### src/rtl/rx_desc_wb_pkg.sv
package rx_desc_wb_pkg;
    localparam int DESC_W      = 64;
    localparam int DESC_STEP   = 8;
    localparam int OWN_POS     = 0;
    localparam int WRAP_POS    = 1;
    localparam int LENF_LSB    = 32;
    localparam int LENF_W      = 14;
    localparam int SOF_POS     = 46;
    localparam int EOF_POS     = 47;

    typedef enum logic [2:0] {
        ST_IDLE,
        ST_FETCH,
        ST_FILL,
        ST_WBACK,
        ST_DROP
    } rx_state_e;
endpackage

### src/rtl/rx_desc_fmt.sv
module rx_desc_fmt
    import rx_desc_wb_pkg::*;
#(
    parameter int LEN_W = 14
) (
    input  logic [DESC_W-1:0] desc_in,
    input  logic              is_first,
    input  logic              is_last,
    input  logic [LEN_W-1:0]  total_len,
    output logic [DESC_W-1:0] desc_out
);
    localparam int PAD_W = LENF_W - LEN_W;

    logic [LENF_W-1:0] len_field;

    generate
        if (PAD_W > 0) begin : g_pad
            assign len_field = {{PAD_W{1'b0}}, total_len};
        end else begin : g_nopad
            assign len_field = total_len[LENF_W-1:0];
        end
    endgenerate

    always_comb begin
        desc_out          = desc_in;
        desc_out[OWN_POS] = 1'b1;
        if (is_first) begin
            desc_out[SOF_POS] = 1'b1;
        end
        if (is_last) begin
            desc_out[EOF_POS]                = 1'b1;
            desc_out[LENF_LSB +: LENF_W]     = len_field;
        end
    end
endmodule

### src/rtl/rx_desc_ptr_next.sv
module rx_desc_ptr_next
    import rx_desc_wb_pkg::*;
#(
    parameter int ADDR_W = 32
) (
    input  logic [ADDR_W-1:0] cur_ptr,
    input  logic [ADDR_W-1:0] base_ptr,
    input  logic              wrap,
    output logic [ADDR_W-1:0] next_ptr
);
    localparam logic [ADDR_W-1:0] STEP = ADDR_W'(DESC_STEP);

    always_comb begin
        if (wrap) begin
            next_ptr = base_ptr;
        end else begin
            next_ptr = cur_ptr + STEP;
        end
    end
endmodule

### src/rtl/rx_desc_wb.sv
module rx_desc_wb
    import rx_desc_wb_pkg::*;
#(
    parameter int ADDR_W = 32,
    parameter int LEN_W  = 14
) (
    input  logic              clk,
    input  logic              rst_n,
    input  logic [ADDR_W-1:0] ring_base,
    input  logic [LEN_W-1:0]  buf_size,
    input  logic              irq_mask,
    input  logic [1:0]        status_clr,
    input  logic              irq_clr,
    input  logic              frm_start,
    input  logic [LEN_W-1:0]  frm_len,
    input  logic              in_valid,
    output logic              in_ready,
    output logic              mem_req,
    output logic              mem_we,
    output logic [ADDR_W-1:0] mem_addr,
    output logic [DESC_W-1:0] mem_wdata,
    input  logic              mem_rvalid,
    input  logic [DESC_W-1:0] mem_rdata,
    output logic              stat_frm_rcvd,
    output logic              stat_bna,
    output logic              irq_rx_done
);
    localparam logic [LEN_W-1:0] ONE = LEN_W'(1);

    typedef struct packed {
        rx_state_e         st;
        logic [ADDR_W-1:0] ptr;
        logic              ptr_ok;
        logic [DESC_W-1:0] desc;
        logic [LEN_W-1:0]  total;
        logic [LEN_W-1:0]  left;
        logic [LEN_W-1:0]  chunk;
        logic              first;
        logic              frm;
        logic              bna;
        logic              irq;
    } regs_t;

    regs_t r_q, r_d;

    logic [DESC_W-1:0] wb_desc;
    logic [ADDR_W-1:0] ptr_adv;
    logic              last_chunk;

    assign last_chunk = (r_q.left == '0);

    rx_desc_fmt #(.LEN_W(LEN_W)) i_fmt (
        .desc_in   (r_q.desc),
        .is_first  (r_q.first),
        .is_last   (last_chunk),
        .total_len (r_q.total),
        .desc_out  (wb_desc)
    );

    rx_desc_ptr_next #(.ADDR_W(ADDR_W)) i_ptr (
        .cur_ptr  (r_q.ptr),
        .base_ptr (ring_base),
        .wrap     (r_q.desc[WRAP_POS]),
        .next_ptr (ptr_adv)
    );

    always_comb begin
        r_d       = r_q;
        in_ready  = 1'b0;
        mem_req   = 1'b0;
        mem_we    = 1'b0;
        mem_addr  = r_q.ptr;
        mem_wdata = wb_desc;

        if (status_clr[0]) r_d.frm = 1'b0;
        if (status_clr[1]) r_d.bna = 1'b0;
        if (irq_clr)       r_d.irq = 1'b0;

        unique case (r_q.st)
            ST_IDLE: begin
                if (frm_start && (frm_len != '0)) begin
                    r_d.total = frm_len;
                    r_d.left  = frm_len;
                    r_d.first = 1'b1;
                    r_d.st    = ST_FETCH;
                    if (!r_q.ptr_ok) begin
                        r_d.ptr    = ring_base;
                        r_d.ptr_ok = 1'b1;
                    end
                end
            end
            ST_FETCH: begin
                mem_req = 1'b1;
                if (mem_rvalid) begin
                    r_d.desc  = mem_rdata;
                    r_d.chunk = '0;
                    if (mem_rdata[OWN_POS]) begin
                        r_d.bna = 1'b1;
                        r_d.st  = ST_DROP;
                    end else begin
                        r_d.st  = ST_FILL;
                    end
                end
            end
            ST_FILL: begin
                in_ready = 1'b1;
                if (in_valid) begin
                    r_d.left  = r_q.left - ONE;
                    r_d.chunk = r_q.chunk + ONE;
                    if ((r_q.left == ONE) || (r_q.chunk + ONE == buf_size)) begin
                        r_d.st = ST_WBACK;
                    end
                end
            end
            ST_WBACK: begin
                mem_req = 1'b1;
                mem_we  = 1'b1;
                if (mem_rvalid) begin
                    r_d.ptr   = ptr_adv;
                    r_d.first = 1'b0;
                    if (last_chunk) begin
                        r_d.st  = ST_IDLE;
                        r_d.frm = 1'b1;
                        if (!irq_mask) r_d.irq = 1'b1;
                    end else begin
                        r_d.st  = ST_FETCH;
                    end
                end
            end
            ST_DROP: begin
                in_ready = 1'b1;
                if (in_valid) begin
                    r_d.left = r_q.left - ONE;
                    if (r_q.left == ONE) r_d.st = ST_IDLE;
                end
            end
            default: r_d.st = ST_IDLE;
        endcase
    end

    always_ff @(posedge clk) begin
        if (!rst_n) begin
            r_q        <= '0;
            r_q.st     <= ST_IDLE;
        end else begin
            r_q        <= r_d;
        end
    end

    assign stat_frm_rcvd = r_q.frm;
    assign stat_bna      = r_q.bna;
    assign irq_rx_done   = r_q.irq;

    AST_REQ_HELD: assert property (@(posedge clk) disable iff (!rst_n)
        (mem_req && !mem_rvalid) |=> (mem_req && $stable(mem_addr) && $stable(mem_we)));
    AST_WB_OWNED: assert property (@(posedge clk) disable iff (!rst_n)
        (mem_req && mem_we) |-> (mem_wdata[OWN_POS] && (mem_wdata[31:1] == r_q.desc[31:1])));
    AST_NO_BYTES_DURING_MEM: assert property (@(posedge clk) disable iff (!rst_n)
        mem_req |-> !in_ready);
    AST_PTR_STEP: assert property (@(posedge clk) disable iff (!rst_n)
        (mem_req && mem_we && mem_rvalid) |=>
        ((mem_addr == $past(mem_addr) + ADDR_W'(DESC_STEP)) || (mem_addr == $past(ring_base))));
    AST_EOF_LEN: assert property (@(posedge clk) disable iff (!rst_n)
        (mem_req && mem_we && mem_wdata[EOF_POS]) |->
        (mem_wdata[LENF_LSB +: LEN_W] == r_q.total));
    AST_IRQ_MASKED: assert property (@(posedge clk) disable iff (!rst_n)
        $rose(irq_rx_done) |-> !$past(irq_mask));
    AST_FRM_STICKY: assert property (@(posedge clk) disable iff (!rst_n)
        $fell(stat_frm_rcvd) |-> $past(status_clr[0]));
    AST_DROP_NO_WRITE: assert property (@(posedge clk) disable iff (!rst_n)
        $rose(stat_bna) |-> !mem_req);
endmodule

### config.mk
export PLATFORM = sky130hd
export DESIGN_NAME = rx_desc_wb
export DESIGN_NICKNAME = d
export VERILOG_FILES = /design/src/rtl/rx_desc_wb_pkg.sv /design/src/rtl/rx_desc_fmt.sv /design/src/rtl/rx_desc_ptr_next.sv /design/src/rtl/rx_desc_wb.sv
export SDC_FILE = /design/constraint.sdc
export NUM_CORES = 1
export LEC_CHECK = 0
export ABC_AREA = 1
export ABC_CLOCK_PERIOD_IN_PS = 3270
export BUFFER_PORTS_ARGS = -buffer_cell sky130_fd_sc_hd__buf_2
export CAP_MARGIN = 5
export CORE_MARGIN = 3
export CORE_UTILIZATION = 50
export CTS_CLUSTER_SIZE = 10
export DETAILED_ROUTE_END_ITERATION = 10
export HOLD_SLACK_MARGIN = 0.08
export PLACE_DENSITY = 0.86
export SETUP_SLACK_MARGIN = 0.05
export SYNTH_ARGS = -nofsm -noshare
export SYNTH_HDL_FRONTEND = slang
export SYNTH_HIERARCHICAL = 1
export SYNTH_SLANG_ARGS = --single-unit
### constraint.sdc
create_clock -name clk -period 3.27 [get_ports clk]
set_input_delay 0.654 -clock clk [delete_from_list [all_inputs] [get_ports clk]]
set_output_delay 0.654 -clock clk [all_outputs]
set_load 0.05 [all_outputs]
==> impl_metrics.py, run 1 <==
metrics = {
    "grt": {
        "antenna_found_initial": 1,
        "met2_usage_pct": 39.5,
        "grt_use_met3_pct": 6.07,
        "grt_pass1_vias": 8082,
        "grt_pass1_wl_mm": 37.6,
        "grt.total_usage_pct": 24.6,
        "grt_max_degree": 65,
        "gr-max-usage-layer": "met2",
        "globalRouteOverflowTotal": 0,
        "grt.met1_usage_pct": 31.0,
    },
    "setup_path": {
        "path_cells": "inv_1 -> ha_1 -> nand2_1 -> nor2_2 -> inv_1 -> nor2_1 -> nand2_1 -> nor3_2 -> buf_6 -> buf_12 -> nand2_1 -> nand2_1 -> buf_2",
        "arrival_ns": 2.44,
        "cp-startpoint": "r_q[18]$_SDFFE_PN0P_",
        "worstSetupEndpointType": "output port",
        "slowest_stage": "dfxtp_1",
        "start_kind": "register",
        "worstPathMaxFanout": 9,
        "slowest_delay_ns": 0.33,
        "worst-setup-path-type": "reg -> out",
        "crit_family": "buffers and inverters",
        "path_buf_inv": 5,
        "cp.required_ns": 2.62,
        "r2r_start": "r_q[144]$_SDFFE_PN0P_",
        "crit_top_cell": "nand2_1",
    },
    "outcome": {
        "status": "completed",
    },
    "power": {
        "p_sw_share_pct": 47.2,
        "worst_ir_drop_vdd_uv": 480,
        "internal-power_mw": 4.21,
        "power.total_mw": 7.98,
        "p_leak_nw": 4.65,
        "seq_power_share_pct": 32.2,
        "switching_power_mw": 3.77,
        "power_density_mw_per_mm2": 810,
        "pwr-share-comb_pct": 44.2,
        "clockPowerShare_pct": 23.6,
    },
    "clock_network": {
        "cts_hold_buf": 0,
        "cts_tree": "done",
        "path_clk_slew_ns": 0.06,
        "clockRootBuffer": "clkbuf_16",
        "clk_latency_ns": 0.42,
        "htreeDepth": 4,
        "clock-sinks": 145,
        "cts_buffer_depth": 2,
        "cts_inserted_buffers": 17,
    },
    "route": {
        "route.detailed.wl_per_inst_um": 14.1,
        "ant_nets": 0,
        "drtIter0Drc": 770,
        "via_per_inst": 5.31,
        "routed_wirelength_mm": 23.6,
        "drt_pre_antenna_iters": 5,
        "drc_errors": 0,
        "vias": 8900,
    },
    "synthesis": {
        "synth_warnings": 6,
        "synth.avg_cell_area_um2": 6.48,
        "netlist_area_mm2": 0.00854,
        "synth_cells": 1318,
        "synth_nets": 1455,
    },
    "timing": {
        "report.final.slew_viol_count": 0,
        "finalHoldViolations": 0,
        "fmax_mhz": 323,
        "setup-violations-final": 0,
        "fin_setup_tns_ns": 0,
        "max_slew_margin_pct": 46.5,
        "fin_skew_ns": 0.0103,
        "timing.final.ws_setup_ns": 0.174,
        "period_share_pct": 94.7,
        "period_needed_ns": 3.10,
        "rsz0062_at_grt": "no",
        "tightest_slew_ns": 0.797,
    },
    "layout": {
        "nets": 1580,
        "final_area_mm2": 0.00985,
        "fillerInstances": 1540,
        "syn_to_final_growth_pct": 15.4,
        "drive_above_1_share_pct": 23.6,
    },
    "die": {
        "std_cell_rows": 47,
        "dieWidth_um": 137,
        "boundaryPins": 235,
        "start_util_pct": 51.3,
        "core_area_mm2": 0.0166,
        "fp.dieH_um": 137,
        "dieArea_mm2": 0.0187,
    },
    "placement": {
        "hpwl_mm": 16.8,
        "gp_congestion": 0.968,
        "port-buffer-count": 233,
        "post-place-ws_ns": 0.583,
        "dpl_cell_area_mm2": 0.00920,
    },
    "flow_run": {
        "cap_viol_max_count": 0,
    },
    "worst_hold_path": {
        "hp-class": "in -> reg",
        "min_from": "mem_rdata[20]",
    },
}
## placed cells by master (no fill, tap or decap), types with 7 or more instances in the layout
cell type	count
a21oi_1	39
a31oi_1	34
buf_2	222
buf_4	10
clkbuf_16	17
clkbuf_4	10
dfxtp_1	145
inv_1	67
inv_2	13
nand2_1	320
nand2_2	7
nand3_1	100
nor2_1	221
nor2_2	13
nor2_4	15
o21ai_0	109
o21ai_1	29
## path summary, 6_finish.rpt
check / end / slack, ns / cells after the start
worst min register to register: stat_frm_rcvd$_SDFF_PN0_ / 0.46 / 2
worst max-delay path: mem_wdata[39] / 0.17 / 13
worst max register to register: mem_addr[27]$_SDFFE_PN0P_ / 0.68 / 11
worst min-delay path: r_q[66]$_SDFFE_PN0P_ / 0.45 / 3
## per-layer routing
| metal | routed length (µm) | share of wire [%] | up-vias |
|---|---|---|---|
| met5 | 13 | 0.055 | - |
| met4 | 722 | 3.1 | 2 |
| met3 | 2110 | 8.9 | 59 |
| met2 | 11000 | 46 | 418 |
| met1 | 9790 | 41 | 3989 |
| li1 | - | - | 4432 |
## power by group through the flow
| stage | clock [mW] | sequential (mW) | combinational (mW) |
|---|---|---|---|
| floorplan | 0 | 2.48 | 3.06 |
| global placement | 0 | 2.57 | 3.37 |
| detailed placement | 0 | 2.58 | 3.41 |
| CTS | 1.93 | 2.55 | 3.42 |
| global route | 1.99 | 2.62 | 3.84 |
| finish | 1.89 | 2.57 | 3.52 |
## registers in the layout, summed over array words and instances, names as in the netlist
name and flops:
mem_addr 32, r_q 110, stat_frm_rcvd 1, irq_rx_done 1, stat_bna 1
## layout make-up
type	count	area [µm²]	area share [%]
Multi-Input combinational cell	950	4460	45.3
Clock inverter	13	128	1.30
Sequential cell	145	2900	29.5
Timing Repair Buffer	246	1330	13.5
Antenna cell	1	2.50	0.0254
Tap cell	220	275	2.79
Clock buffer	19	433	4.40
Inverter	83	317	3.21
## metrics by stage
stage	utilization [%]	instances	hold slack, ns
after floorplan	-	1318	0.436
after global placement	55.3	1641	0.451
after detailed placement	55.3	1641	0.455
after CTS	58.7	1673	0.428
after global routing	59.2	1676	0.443
final	59.2	1677	0.451
## worst register-to-register path, stage by stage, from the launching register on
cell,delay [ns]
dfxtp_1,0.36
inv_2,0.07
nor2_4,0.10
inv_4,0.07
nor2_8,0.08
inv_2,0.22
nor2_2,0.20
inv_2,0.07
a21oi_4,0.61
buf_4,0.44
o21ai_0,0.12
a31oi_1,0.17
## what timing repair did
action	CTS	global route
endpoints found under the setup margin	0	15
gates resized for setup	0	16
setup buffers	0	3
Note: power is estimated with default switching activity, not from simulation.
==> run 2, diff against run 1 <==
--- a/config.mk
+++ b/config.mk
@@ -6,7 +6,7 @@
 export NUM_CORES = 1
 export LEC_CHECK = 0
 export ABC_AREA = 1
-export ABC_CLOCK_PERIOD_IN_PS = 3270
+export ABC_CLOCK_PERIOD_IN_PS = 3600
 export BUFFER_PORTS_ARGS = -buffer_cell sky130_fd_sc_hd__buf_2
 export CAP_MARGIN = 5
 export CORE_MARGIN = 3
@@ -20,3 +20,4 @@
 export SYNTH_HDL_FRONTEND = slang
 export SYNTH_HIERARCHICAL = 1
 export SYNTH_SLANG_ARGS = --single-unit
+export TNS_END_PERCENT = 20
==> constraint.sdc (replaced) <==
create_clock -name clk -period 3.6 [get_ports clk]
set_input_delay 0.72 -clock clk [delete_from_list [all_inputs] [get_ports clk]]
set_output_delay 0.72 -clock clk [all_outputs]
set_load 0.02 [all_outputs]
==> run 2 against run 1 <==
  * Sequential power shrank 9.3%
  * Register-to-register slack worse by 0.02 ns
  * Non-clock buffer count is 4 lower
  * Sequential share of layout area is 0.21 points higher
  * Design area shrank 0.70%
  * Largest power group unchanged
==> impl_metrics.py, run 2 (synthesized netlist as in run 1, its figures left out) <==
metrics = {
    "outcome": {
        "status": "completed",
    },
    "die": {
        "core_area_mm2": 0.0166,
        "std_cell_rows": 47,
        "boundaryPins": 235,
        "dieWidth_um": 137,
        "dieArea_mm2": 0.0187,
        "fp.dieH_um": 137,
        "start_util_pct": 51.3,
    },
    "grt": {
        "globalRouteOverflowTotal": 0,
        "grt_pass1_vias": 8078,
        "grt_max_degree": 65,
        "grt.total_usage_pct": 24.4,
        "grt_pass1_wl_mm": 37.2,
        "antenna_found_initial": 1,
    },
    "clock_network": {
        "cts_inserted_buffers": 17,
        "path_clk_slew_ns": 0.06,
        "cts_tree": "done",
        "post_cts_buffers": 0,
        "clockRootBuffer": "clkbuf_16",
        "cts_buffer_depth": 2,
        "clk_latency_ns": 0.42,
        "htreeDepth": 4,
        "clock-sinks": 145,
        "cts_hold_buf": 0,
        "post_cts_resize_count": 0,
    },
    "layout": {
        "mostFrequentLayoutCells": "nand2_1 (320), buf_2 (233), nor2_1 (222), dfxtp_1 (145), o21ai_0 (109)",
        "syn_to_final_growth_pct": 14.6,
        "top_register": "r_q",
        "largest_reg_flops": 110,
        "layout_commonest_cell": "nand2_1",
        "nets": 1576,
        "final_area_mm2": 0.00978,
        "n_antenna_cell": 0,
        "drive_above_1_share_pct": 23.3,
    },
    "worst_hold_path": {
        "holdPathStages": 2,
        "worstHoldEndpoint": "r_q[110]$_SDFFE_PN0P_",
        "hp-class": "reg -> reg",
        "min_from": "r_q[110]$_SDFFE_PN0P_",
    },
    "flow_run": {
        "cap_viol_max_count": 0,
    },
    "placement": {
        "port-buffer-count": 233,
        "hpwl_mm": 16.6,
        "gp_congestion": 0.931,
        "dpl_cell_area_mm2": 0.00920,
    },
    "setup_path": {
        "worstPathMaxFanout": 14,
        "cp.required_ns": 2.88,
        "r2r_slack_ns": 0.66,
        "worstSetupEndpointType": "output port",
        "start_kind": "register",
        "crit_top_cell": "nand2_1",
        "slowest_delay_ns": 0.32,
        "worst-setup-path-type": "reg -> out",
        "path_cells": "inv_1 -> ha_1 -> nand2_1 -> nor2_1 -> inv_1 -> nor2_1 -> nand2_1 -> nor3_2 -> buf_4 -> nand2_1 -> nand2_1 -> buf_2",
        "r2r_start": "r_q[144]$_SDFFE_PN0P_",
        "r2r_end": "mem_addr[2]$_SDFFE_PN0P_",
        "r2r_cells": 11,
        "slowest_stage": "dfxtp_1",
        "arrival_ns": 2.51,
    },
    "timing": {
        "rsz0062_at_grt": "no",
        "fin_skew_ns": 0.0129,
        "fmax_mhz": 309,
        "period_share_pct": 89.8,
        "fin_setup_tns_ns": 0,
        "setup-violations-final": 0,
        "max_slew_margin_pct": 38.3,
        "finalHoldViolations": 0,
        "report.final.slew_viol_count": 0,
        "period_needed_ns": 3.23,
        "tightest_slew_ns": 0.926,
    },
    "route": {
        "ant_nets": 0,
        "drtIter0Drc": 642,
        "drt_pre_antenna_iters": 5,
        "routed_wirelength_mm": 23.3,
        "drc_errors": 0,
        "vias": 8821,
        "via_per_inst": 5.28,
        "route.detailed.wl_per_inst_um": 13.9,
    },
    "power": {
        "p_leak_nw": 4.64,
        "power_density_mw_per_mm2": 675,
        "worst_ir_drop_vdd_uv": 425,
    },
}
-- run 2: changes by cell type in the layout (fill, tap and decap cells not counted), sizes merged --
cell    previous run  this run
bufinv             1         2
buf              236       242
clkbuf            29        19
clkinv             3         2
diode              1         0
-- run 2: worst max path at each step --
| stage | start | to | depth (start not counted) | slack, ns |
|---|---|---|---|---|
| after floorplan | r_q[18]$_SDFFE_PN0P_ | mem_wdata[33] | 11 | 0.92 |
| after global placement | frm_len[11] | mem_addr[9]$_SDFFE_PN0P_ | 12 | 0.61 |
| after detailed placement | frm_len[11] | mem_addr[2]$_SDFFE_PN0P_ | 12 | 0.53 |
| after CTS | r_q[18]$_SDFFE_PN0P_ | mem_wdata[44] | 12 | 0.37 |
| after global routing | r_q[18]$_SDFFE_PN0P_ | mem_wdata[35] | 12 | 0.11 |
| final | r_q[18]$_SDFFE_PN0P_ | mem_wdata[44] | 12 | 0.37 |
-- run 2: per-stage QoR --
step,setup slack (ns),hold slack (ns),std cells,utilization [%],power [mW]
final,0.367,0.475,1672,58.8,6.60
after global routing,0.111,0.486,1672,58.8,7.03
after CTS,0.367,0.478,1672,58.8,6.60
after detailed placement,0.528,0.470,1640,55.3,4.81
after global placement,0.613,0.453,1640,55.3,4.76
after floorplan,0.920,0.436,1318,-,4.40
-- run 2: per-layer routing --
| metal | routed length, µm | GRT usage (%) | up-vias |
|---|---|---|---|
| met5 | 13 | 0 | - |
| met2 | 10900 | 39.7 | 338 |
| met3 | 1980 | 7.32 | 54 |
| met4 | 567 | 10.0 | 2 |
| met1 | 9830 | 30.1 | 4009 |
| li1 | - | - | 4418 |
-- run 2: report_power, final --
part           switching [mW]  leakage, nW  internal [mW]
combinational            1.67         3.18          0.818
sequential              0.342         1.19           1.99
clock                   0.738        0.269           1.03
-- run 2: final cells by class --
cell class | count | area, µm²
Fill cell | 1568 | 6860
Sequential cell | 145 | 2900
Clock buffer | 19 | 433
Clock inverter | 13 | 153
Inverter | 83 | 314
Multi-Input combinational cell | 950 | 4460
Tap cell | 220 | 275
Timing Repair Buffer | 242 | 1250
-- run 2: worst max-delay path: cells and delay by family, from the launching register on --
family                     cells  cell delay, ns
DFF                            1            0.32
adders and majority gates      1            0.20
and+or+nand+nor                7            0.94
buffers and inverters          4            0.64
==> run 3, diff against run 2 <==
--- a/config.mk
+++ b/config.mk
@@ -14,7 +14,7 @@
 export CTS_CLUSTER_SIZE = 10
 export DETAILED_ROUTE_END_ITERATION = 10
 export HOLD_SLACK_MARGIN = 0.08
-export PLACE_DENSITY = 0.86
+export PLACE_DENSITY = 0.77
 export SETUP_SLACK_MARGIN = 0.05
 export SYNTH_ARGS = -nofsm -noshare
 export SYNTH_HDL_FRONTEND = slang
==> run 3 against run 2 <==
  * Sequential share of layout area hardly changed
  * Die area stayed put
  * Critical endpoint is now mem_wdata[32]
  * Highest routed layer unchanged
  * Sequential power hardly changed
  * Design area is 0.13% higher
  * Clock skew is 0.0025 ns lower
  * Largest cell class unchanged
  * Core utilization is 0.075 points higher
  * Clock power hardly changed
==> impl_metrics.py, run 3 (synthesized netlist as in run 1, its figures left out) <==
metrics = {
    "timing": {
        "timing.final.ws_setup_ns": 0.344,
        "fin_setup_tns_ns": 0,
        "setup-violations-final": 0,
        "report.final.slew_viol_count": 0,
        "rsz0062_at_grt": "no",
        "fmax_mhz": 307,
        "tightest_slew_ns": 0.782,
        "period_share_pct": 90.4,
        "finalHoldViolations": 0,
        "period_needed_ns": 3.26,
        "max_slew_margin_pct": 47.5,
        "fin_skew_ns": 0.0104,
    },
    "clock_network": {
        "htreeDepth": 4,
        "path_clk_slew_ns": 0.06,
        "cts_hold_buf": 0,
        "cts_buffer_depth": 2,
        "clock-sinks": 145,
        "clockRootBuffer": "clkbuf_16",
        "cts_inserted_buffers": 17,
        "post_cts_buffers": 0,
        "clk_latency_ns": 0.42,
        "cts_tree": "done",
        "post_cts_resize_count": 0,
    },
    "grt": {
        "grt_pass1_vias": 7979,
        "grt_max_degree": 66,
        "globalRouteOverflowTotal": 0,
        "antenna_found_initial": 1,
        "grt.total_usage_pct": 25.1,
        "grt_pass1_wl_mm": 38.3,
    },
    "layout": {
        "nets": 1578,
        "fillerInstances": 1630,
        "layout_commonest_cell": "nand2_1",
        "drive_above_1_share_pct": 23.6,
        "multi_input_area_mm2": 0.00446,
        "largest_reg_flops": 110,
        "mostFrequentLayoutCells": "nand2_1 (320), buf_2 (233), nor2_1 (222), dfxtp_1 (145), o21ai_0 (109)",
        "regArea_mm2": 0.00290,
        "syn_to_final_growth_pct": 14.7,
        "top_register": "r_q",
    },
    "die": {
        "core_area_mm2": 0.0166,
        "fp.dieH_um": 137,
        "dieArea_mm2": 0.0187,
        "start_util_pct": 51.3,
        "dieWidth_um": 137,
        "boundaryPins": 235,
        "std_cell_rows": 47,
    },
    "placement": {
        "hpwl_mm": 16.8,
        "port-buffer-count": 233,
        "post-place-ws_ns": 0.804,
        "gp_congestion": 0.935,
    },
    "route": {
        "met1Wirelength_mm": 10.0,
        "via_per_inst": 5.24,
        "drt_pre_antenna_iters": 5,
        "wl_met3_mm": 1.94,
        "routed_wirelength_mm": 23.8,
        "drtIter0Drc": 722,
        "route.detailed.wl_per_inst_um": 14.2,
        "route.met2.wl_mm": 11.3,
        "ant_nets": 0,
        "vias": 8785,
        "top_layer": "met5",
        "drc_errors": 0,
    },
    "setup_path": {
        "worst-setup-path-type": "reg -> out",
        "slowest_delay_ns": 0.32,
        "start_kind": "register",
        "path_cells": "inv_1 -> ha_1 -> nand2_1 -> nor2_1 -> inv_1 -> nor2_1 -> nand2_1 -> nor3_2 -> buf_4 -> inv_2 -> nand2_1 -> nand2_1 -> buf_2",
        "crit_family": "simple AND/OR/NAND/NOR gates",
        "worstSetupEndpointType": "output port",
        "path_buf_inv": 5,
        "slowest_stage": "dfxtp_1",
        "cp.required_ns": 2.88,
        "crit_top_cell": "nand2_1",
        "worstPathMaxFanout": 15,
        "arrival_ns": 2.54,
    },
    "power": {
        "worst_ir_drop_vdd_uv": 374,
        "power_density_mw_per_mm2": 676,
        "p_leak_nw": 4.66,
    },
    "worst_hold_path": {
        "hp-class": "reg -> reg",
    },
    "flow_run": {
        "cap_viol_max_count": 0,
    },
    "outcome": {
        "status": "completed",
    },
}
-- run 3: cell count changes in the layout (fill, tap and decap cells not counted) --
cell | previous run | this run
diode_2 | 0 | 1
clkinvlp_4 | 5 | 3
inv_8 | 1 | 0
inv_6 | 4 | 5
clkbuf_8 | 0 | 1
clkinv_2 | 0 | 2
clkinv_4 | 1 | 2
clkbuf_1 | 2 | 0
buf_12 | 1 | 0
buf_4 | 8 | 11
-- run 3: area by class of cell --
class                      count  area share, %
antenna                        1         0.0256
sequential                   145           29.6
tap                          220           2.81
clock buffer                  18           4.48
clock inverter                14           1.57
timing repair buffer         244           12.8
multi-input combinational    950           45.5
inverter                      83           3.21
-- run 3: final timing paths --
check,from,end,slack (ns),cells after the start
max,r_q[18]$_SDFFE_PN0P_,mem_wdata[32],0.34,13
min,r_q[3]$_SDFFE_PN0P_,r_q[3]$_SDFFE_PN0P_,0.46,2
max reg2reg,r_q[144]$_SDFFE_PN0P_,mem_addr[0]$_SDFFE_PN0P_,1.16,11
min reg2reg,r_q[3]$_SDFFE_PN0P_,r_q[3]$_SDFFE_PN0P_,0.46,2
-- run 3: power breakdown --
group	total, mW	switching [mW]	internal (mW)	leakage (nW)
Sequential	2.35	0.360	1.99	1.19
Clock	1.80	0.750	1.05	0.284
Combinational	2.47	1.65	0.819	3.19
Total	6.62	2.76	3.86	4.66
-- run 3: per-stage QoR --
stage               area (µm²)  utilization [%]  cells  hold slack (ns)  total power, mW
finish                    9790             58.8   1675            0.461             6.62
detailed placement        9200             55.3   1642            0.454             4.81
global route              9790             58.8   1674            0.486             7.06
floorplan                 8540                -   1318            0.436             4.40
CTS                       9790             58.8   1674            0.464             6.63
global placement          9200             55.3   1642            0.448             4.78
-- run 3: worst min-delay path: stages, from the launching register on --
cell and delay (ns):
dfxtp_1 0.30, nand2_1 0.06, a21oi_1 0.05
-- run 3: layer usage --
layer / vias up / track usage, %
li1: 4427 / -
met1: 3947 / 32.4
met2: 370 / 41.0
met3: 39 / 5.63
met4: 2 / 9.52
met5: - / 0
